<file path="src/rtl/blkfill_pkg.sv">
package blkfill_pkg;

    typedef enum logic [1:0] {
        ST_IDLE  = 2'd0,
        ST_WB    = 2'd1,
        ST_FETCH = 2'd2,
        ST_DONE  = 2'd3
    } seq_state_e;

endpackage

</file>
<file path="src/rtl/blkfill_wrap.sv">
// Offset of the current refill beat: start offset plus beat count, modulo
// the block length (a power of two, so truncation performs the wrap).
module blkfill_wrap #(
    parameter int WORDS = 4
) (
    input  logic [$clog2(WORDS)-1:0] base,
    input  logic [$clog2(WORDS)-1:0] step,
    output logic [$clog2(WORDS)-1:0] ofs
);
    localparam int OFS_W = $clog2(WORDS);

    logic [OFS_W:0] sum;

    always_comb begin
        sum = {1'b0, base} + {1'b0, step};
        ofs = sum[OFS_W-1:0];
    end
endmodule

</file>
<file path="src/rtl/blkfill_flags.sv">
// One modified flag per buffer block. A set and a clear aimed at the same
// block in the same cycle resolve to set, so a fresh write is never lost.
module blkfill_flags #(
    parameter int NBLK = 8
) (
    input  logic                    clk,
    input  logic                    rst_n,
    input  logic                    set_en,
    input  logic [$clog2(NBLK)-1:0] set_idx,
    input  logic                    clr_en,
    input  logic [$clog2(NBLK)-1:0] clr_idx,
    output logic [NBLK-1:0]         flags
);
    localparam int IDX_W = $clog2(NBLK);

    for (genvar b = 0; b < NBLK; b++) begin : g_blk
        logic mod_d, mod_q;

        always_comb begin
            mod_d = mod_q;
            if (clr_en && (clr_idx == IDX_W'(b))) mod_d = 1'b0;
            if (set_en && (set_idx == IDX_W'(b))) mod_d = 1'b1;
        end

        always_ff @(posedge clk or negedge rst_n) begin
            if (!rst_n) mod_q <= 1'b0;
            else        mod_q <= mod_d;
        end

        assign flags[b] = mod_q;
    end
endmodule

</file>
<file path="src/rtl/blkfill_ctrl.sv">
module blkfill_ctrl
    import blkfill_pkg::*;
#(
    parameter int ADDR_W = 12,
    parameter int DATA_W = 32,
    parameter int WORDS  = 4,
    parameter int NBLK   = 8
) (
    input  logic                            clk,
    input  logic                            rst_n,
    input  logic                            store_thru,
    input  logic                            victim_dirty,
    input  logic                            req_valid,
    output logic                            req_ready,
    input  logic [ADDR_W-1:0]               req_addr,
    input  logic [$clog2(NBLK)-1:0]         req_vidx,
    input  logic [ADDR_W-$clog2(WORDS)-1:0] req_vblk,
    output logic                            clr_en,
    output logic [$clog2(NBLK)-1:0]         clr_idx,
    output logic                            cpu_valid,
    output logic [DATA_W-1:0]               cpu_data,
    output logic                            bs_wr_valid,
    input  logic                            bs_wr_ready,
    output logic [ADDR_W-1:0]               bs_wr_addr,
    output logic [DATA_W-1:0]               bs_wr_data,
    output logic                            bs_rd_valid,
    input  logic                            bs_rd_ready,
    output logic [ADDR_W-1:0]               bs_rd_addr,
    input  logic [DATA_W-1:0]               bs_rd_data,
    output logic [$clog2(NBLK)-1:0]         buf_rd_idx,
    output logic [$clog2(WORDS)-1:0]        buf_rd_ofs,
    input  logic [DATA_W-1:0]               buf_rd_data,
    output logic                            buf_we,
    output logic [$clog2(NBLK)-1:0]         buf_wr_idx,
    output logic [$clog2(WORDS)-1:0]        buf_wr_ofs,
    output logic [DATA_W-1:0]               buf_wr_data
);
    localparam int OFS_W = $clog2(WORDS);
    localparam int BLK_W = ADDR_W - OFS_W;
    localparam int IDX_W = $clog2(NBLK);
    localparam logic [OFS_W-1:0] LAST = OFS_W'(WORDS - 1);

    typedef struct packed {
        seq_state_e        st;
        logic [OFS_W-1:0]  cnt;   // beat count within the current phase
        logic [OFS_W-1:0]  crit;  // offset of the requested word
        logic [BLK_W-1:0]  blk;   // block address being fetched
        logic [BLK_W-1:0]  vblk;  // block address of the victim
        logic [IDX_W-1:0]  vidx;  // buffer slot being replaced
    } ctx_t;

    ctx_t             c_d, c_q;
    logic [OFS_W-1:0] fetch_ofs;
    logic             beat_last;

    blkfill_wrap #(.WORDS(WORDS)) u_wrap (
        .base (c_q.crit),
        .step (c_q.cnt),
        .ofs  (fetch_ofs)
    );

    assign beat_last = (c_q.cnt == LAST);

    always_comb begin
        c_d         = c_q;
        req_ready   = 1'b0;
        clr_en      = 1'b0;
        clr_idx     = c_q.vidx;
        cpu_valid   = 1'b0;
        cpu_data    = bs_rd_data;
        bs_wr_valid = 1'b0;
        bs_wr_addr  = {c_q.vblk, c_q.cnt};
        bs_wr_data  = buf_rd_data;
        bs_rd_valid = 1'b0;
        bs_rd_addr  = {c_q.blk, fetch_ofs};
        buf_rd_idx  = c_q.vidx;
        buf_rd_ofs  = c_q.cnt;
        buf_we      = 1'b0;
        buf_wr_idx  = c_q.vidx;
        buf_wr_ofs  = fetch_ofs;
        buf_wr_data = bs_rd_data;

        unique case (c_q.st)
            ST_IDLE: begin
                req_ready = 1'b1;
                if (req_valid) begin
                    c_d.crit = req_addr[OFS_W-1:0];
                    c_d.blk  = req_addr[ADDR_W-1:OFS_W];
                    c_d.vblk = req_vblk;
                    c_d.vidx = req_vidx;
                    c_d.cnt  = '0;
                    c_d.st   = (victim_dirty && !store_thru) ? ST_WB : ST_FETCH;
                end
            end
            ST_WB: begin
                bs_wr_valid = 1'b1;
                if (bs_wr_ready) begin
                    if (beat_last) begin
                        c_d.cnt = '0;
                        c_d.st  = ST_FETCH;
                    end else begin
                        c_d.cnt = c_q.cnt + OFS_W'(1);
                    end
                end
            end
            ST_FETCH: begin
                bs_rd_valid = 1'b1;
                if (bs_rd_ready) begin
                    buf_we    = 1'b1;
                    cpu_valid = (c_q.cnt == '0);
                    if (beat_last) begin
                        c_d.cnt = '0;
                        c_d.st  = ST_DONE;
                    end else begin
                        c_d.cnt = c_q.cnt + OFS_W'(1);
                    end
                end
            end
            ST_DONE: begin
                clr_en = 1'b1;
                c_d.st = ST_IDLE;
            end
            default: c_d.st = ST_IDLE;
        endcase
    end

    always_ff @(posedge clk or negedge rst_n) begin
        if (!rst_n) c_q <= '0;
        else        c_q <= c_d;
    end
endmodule

</file>
<file path="src/rtl/blkfill_seq.sv">
module blkfill_seq #(
    parameter int ADDR_W = 12,
    parameter int DATA_W = 32,
    parameter int WORDS  = 4,
    parameter int NBLK   = 8
) (
    input  logic                            clk,
    input  logic                            rst_n,
    input  logic                            store_thru,
    input  logic                            hit_wr_valid,
    input  logic [$clog2(NBLK)-1:0]         hit_wr_idx,
    input  logic                            req_valid,
    output logic                            req_ready,
    input  logic [ADDR_W-1:0]               req_addr,
    input  logic [$clog2(NBLK)-1:0]         req_vidx,
    input  logic [ADDR_W-$clog2(WORDS)-1:0] req_vblk,
    output logic                            cpu_valid,
    output logic [DATA_W-1:0]               cpu_data,
    output logic                            bs_wr_valid,
    input  logic                            bs_wr_ready,
    output logic [ADDR_W-1:0]               bs_wr_addr,
    output logic [DATA_W-1:0]               bs_wr_data,
    output logic                            bs_rd_valid,
    input  logic                            bs_rd_ready,
    output logic [ADDR_W-1:0]               bs_rd_addr,
    input  logic [DATA_W-1:0]               bs_rd_data,
    output logic [$clog2(NBLK)-1:0]         buf_rd_idx,
    output logic [$clog2(WORDS)-1:0]        buf_rd_ofs,
    input  logic [DATA_W-1:0]               buf_rd_data,
    output logic                            buf_we,
    output logic [$clog2(NBLK)-1:0]         buf_wr_idx,
    output logic [$clog2(WORDS)-1:0]        buf_wr_ofs,
    output logic [DATA_W-1:0]               buf_wr_data
);
    localparam int IDX_W = $clog2(NBLK);

    logic [NBLK-1:0]  mod_flags;
    logic             clr_en;
    logic [IDX_W-1:0] clr_idx;
    logic             victim_dirty;
    logic             set_en;

    assign set_en       = hit_wr_valid && !store_thru;
    assign victim_dirty = mod_flags[req_vidx];

    blkfill_flags #(.NBLK(NBLK)) u_flags (
        .clk     (clk),
        .rst_n   (rst_n),
        .set_en  (set_en),
        .set_idx (hit_wr_idx),
        .clr_en  (clr_en),
        .clr_idx (clr_idx),
        .flags   (mod_flags)
    );

    blkfill_ctrl #(
        .ADDR_W (ADDR_W),
        .DATA_W (DATA_W),
        .WORDS  (WORDS),
        .NBLK   (NBLK)
    ) u_ctrl (
        .clk          (clk),
        .rst_n        (rst_n),
        .store_thru   (store_thru),
        .victim_dirty (victim_dirty),
        .req_valid    (req_valid),
        .req_ready    (req_ready),
        .req_addr     (req_addr),
        .req_vidx     (req_vidx),
        .req_vblk     (req_vblk),
        .clr_en       (clr_en),
        .clr_idx      (clr_idx),
        .cpu_valid    (cpu_valid),
        .cpu_data     (cpu_data),
        .bs_wr_valid  (bs_wr_valid),
        .bs_wr_ready  (bs_wr_ready),
        .bs_wr_addr   (bs_wr_addr),
        .bs_wr_data   (bs_wr_data),
        .bs_rd_valid  (bs_rd_valid),
        .bs_rd_ready  (bs_rd_ready),
        .bs_rd_addr   (bs_rd_addr),
        .bs_rd_data   (bs_rd_data),
        .buf_rd_idx   (buf_rd_idx),
        .buf_rd_ofs   (buf_rd_ofs),
        .buf_rd_data  (buf_rd_data),
        .buf_we       (buf_we),
        .buf_wr_idx   (buf_wr_idx),
        .buf_wr_ofs   (buf_wr_ofs),
        .buf_wr_data  (buf_wr_data)
    );
endmodule

</file>
<file path="config.mk">
export PLATFORM = sky130hd
export DESIGN_NAME = blkfill_seq
export DESIGN_NICKNAME = d
export VERILOG_FILES = /design/src/rtl/blkfill_pkg.sv /design/src/rtl/blkfill_wrap.sv /design/src/rtl/blkfill_flags.sv /design/src/rtl/blkfill_ctrl.sv /design/src/rtl/blkfill_seq.sv
export SDC_FILE = /design/constraint.sdc
export NUM_CORES = 1
export LEC_CHECK = 0
export ABC_CLOCK_PERIOD_IN_PS = 2050
export BUFFER_PORTS_ARGS = -buffer_cell sky130_fd_sc_hd__buf_2
export CAP_MARGIN = 40
export CELL_PAD_IN_SITES_DETAIL_PLACEMENT = 1
export CELL_PAD_IN_SITES_GLOBAL_PLACEMENT = 1
export CORE_MARGIN = 2
export CORE_UTILIZATION = 26
export DETAILED_ROUTE_END_ITERATION = 10
export HOLD_SLACK_MARGIN = 0.12
export PLACE_DENSITY_LB_ADDON = 0.1
export SYNTH_ARGS = -nofsm -noshare
export SYNTH_HDL_FRONTEND = slang
export SYNTH_SLANG_ARGS = --single-unit
</file>
<file path="constraint.sdc">
create_clock -name clk -period 2.05 [get_ports clk]
set_input_delay 0.41 -clock clk [delete_from_list [all_inputs] [get_ports clk]]
set_output_delay 0.41 -clock clk [all_outputs]
set_load 0.02 [all_outputs]
</file>
==> impl_metrics.json <==
{
  "initial_utilization_pct": 26.5,
  "final.setup.tns_ns": 0,
  "power.density_nw_per_um2": 1580,
  "grt_pass1_wl_um": 8490,
  "hold_buffers": 0,
  "htreeDepth": 2,
  "portBuffers": 73,
  "drtPass1Iterations": 4,
  "wl_um": 5110,
  "maxSlewViolCount": 0,
  "std_cell_rows": 37,
  "met2_usage_pct": 14.8,
  "synthTopCellsByArea": "buf_4 (35%), dfrtp_1 (34%), mux2_2 (10%), ha_1 (4.2%), mux2i_1 (1.8%)",
  "synth.cell_area_um2": 2710,
  "synth_top_area_share_pct": 35.4,
  "grtUsageMet3_pct": 3.07,
  "syn-mean-instance-area_um2": 10.2,
  "max_slew_margin_pct": 58.9,
  "ys_seq_elements": 37,
  "worstPathMaxFanout": 5,
  "busiest_layer": "met2",
  "path_clk_slew_ns": 0.08,
  "cts_buffer_depth": 2,
  "dr_total_vias": 1419,
  "routabilityCongestion": 0.695,
  "power_mw": 3.81,
  "fmax_mhz": 530,
  "grt.total_usage_pct": 9.51,
  "place_area_um2": 2300,
  "via_per_inst": 4.03,
  "dieArea_um2": 11300,
  "die_y_um": 106,
  "synth_top_area_cell": "buf_4",
  "cts_setup_buffers": 0,
  "syn_nets": 373,
  "cts_tree": "done",
  "whs_ns": 0.168,
  "synthTopCellsByCount": "buf_4 (128), dfrtp_1 (37), mux2_2 (25)",
  "drive_gt1_share_pct": 50.5,
  "cts_resized": 0,
  "rsz0062_at_grt": "no",
  "hp-class": "primary input to async pin",
  "fin_area_um2": 2410,
  "io_pins": 234,
  "synth_seq_area_share_pct": 34.1,
  "grt_pass1_vias": 1578,
  "end_kind": "output pin",
  "met1_usage_pct": 12.4,
  "grt_start_max_net_pins": 38,
  "dominantRegCellSynth": "dfrtp_1",
  "ys_warn_count": 0,
  "postRouteAntennaNets": 0,
  "power.leakage_nw": 1.13,
  "synthDistinctLibCells": 26,
  "antenna_found_initial": 0,
  "diodes": 0,
  "area_growth_syn_to_layout_pct": -11.0,
  "dpl.hpwl_um": 3720,
  "skew_ns": 0.00596,
  "synthMostInstantiatedCell": "buf_4",
  "start_kind": "register",
  "finalSetupViolations": 0,
  "fin_nets": 323,
  "synth-edff-count": 0,
  "clk_latency_ns": 0.29,
  "arrival_ns": 1.48,
  "syn_inst": 265,
  "fin_crit_ns": 1.89,
  "status": "finished clean",
  "finalHoldViolCount": 0,
  "core-area_um2": 10200,
  "irDropWorstVdd_v": 0.000485,
  "path_class": "register to output pin",
  "cts-buffers-inserted": 5,
  "dieWidth_um": 106,
  "finalCritPeriodShare_pct": 92.1,
  "max_cap_violations": 0,
  "root_buffer": "clkbuf_8",
  "worst_pin_slew_ns": 0.616,
  "overflow": 0,
  "ys_async_sr_fraction_pct": 100,
  "cts.sinks": 37,
  "required_ns": 1.64,
  "wire_per_inst_um": 14.5,
  "drc": 0,
  "drt_iter0_markers": 25
}
-- routing by layer --
metal | part of all wire [%] | vias up
met3 | 7.1 | 12
met5 | 0 | -
met1 | 46 | 705
li1 | - | 639
met2 | 46 | 63
met4 | 1.2 | 0
-- kinds of logic after synthesis --
| kind of cell | Yosys count | share of synthesized area [%] |
|---|---|---|
| adders and majority gates | 9 | 4.15 |
| muxes | 31 | 13.1 |
| AOI/OAI and AO/OA | 17 | 4.98 |
| DFF | 37 | 34.1 |
| buffers and inverters | 139 | 37.0 |
| and+or+nand+nor | 30 | 6.00 |
| xor gates and xnor gates | 2 | 0.646 |
-- final cells by class --
class | instances | area, µm²
inverters | 7 | 26.3
flip-flops and latches | 37 | 926
repair buffers | 75 | 393
multi-input cells | 89 | 782
fillers | 1180 | 7820
clock inverters | 1 | 30.0
well taps | 136 | 170
clock buffers | 7 | 86.3
-- registers in the layout, summed over array words and instances (netlist names) --
name and count:
u_ctrl.buf_rd_idx 3, u_ctrl.bs_wr_addr 10, u_flags.g_blk.mod_q 8, u_ctrl.buf_rd_ofs 2, u_ctrl.c_q 4, u_ctrl.bs_rd_addr 10
-- final timing paths --
check,start,to,slack (ns),cells after the start
max,u_ctrl.buf_rd_ofs[0],bs_rd_addr[1],0.16,4
min,rst_n,u_ctrl.bs_wr_addr[10],0.17,2
max reg2reg,u_ctrl.c_q[28],u_ctrl.c_q[28],0.26,6
min reg2reg,u_ctrl.bs_wr_addr[7],u_ctrl.bs_wr_addr[7],0.51,1
max in group asynchronous,rst_n,u_ctrl.c_q[27],1.54,2
min in group clk,req_vblk[2],u_ctrl.bs_wr_addr[4],0.35,2
-- report_power, final --
| part | switching (mW) | total, mW | internal (mW) | leakage, nW |
|---|---|---|---|---|
| registers | 0.259 | 1.33 | 1.07 | 0.425 |
| clock network | 0.277 | 0.674 | 0.397 | 0.0585 |
| logic | 1.04 | 1.81 | 0.773 | 0.643 |
| total | 1.58 | 3.81 | 2.24 | 1.13 |
-- cell usage in the layout, fill, tap and decap left out, types with 3 or more instances in the layout --
cell type  count
a32o_1         4
buf_2         73
clkbuf_8       6
dfrtp_1       37
ha_1           9
inv_1          7
mux2_2        25
mux2i_1        5
nand2_1        6
nand2b_1       6
nand3_1        3
nand3b_1       3
nor2_1         5
o21ai_0        3
o31ai_1        6
-- worst max-delay path: stages (launching register included) --
cell,delay (ns)
dfrtp_1,0.44
ha_1,0.23
xnor2_1,0.16
xnor2_1,0.15
buf_2,0.19
-- through the flow --
stage	setup WS [ns]	util, %	std cells
floorplan	0.245	-	265
finish	0.163	23.6	352
global route	0.0383	23.6	352
CTS	0.131	23.6	352
global placement	0.296	22.5	344
detailed placement	0.272	22.5	344
Note: power is estimated with default switching activity, not from simulation.
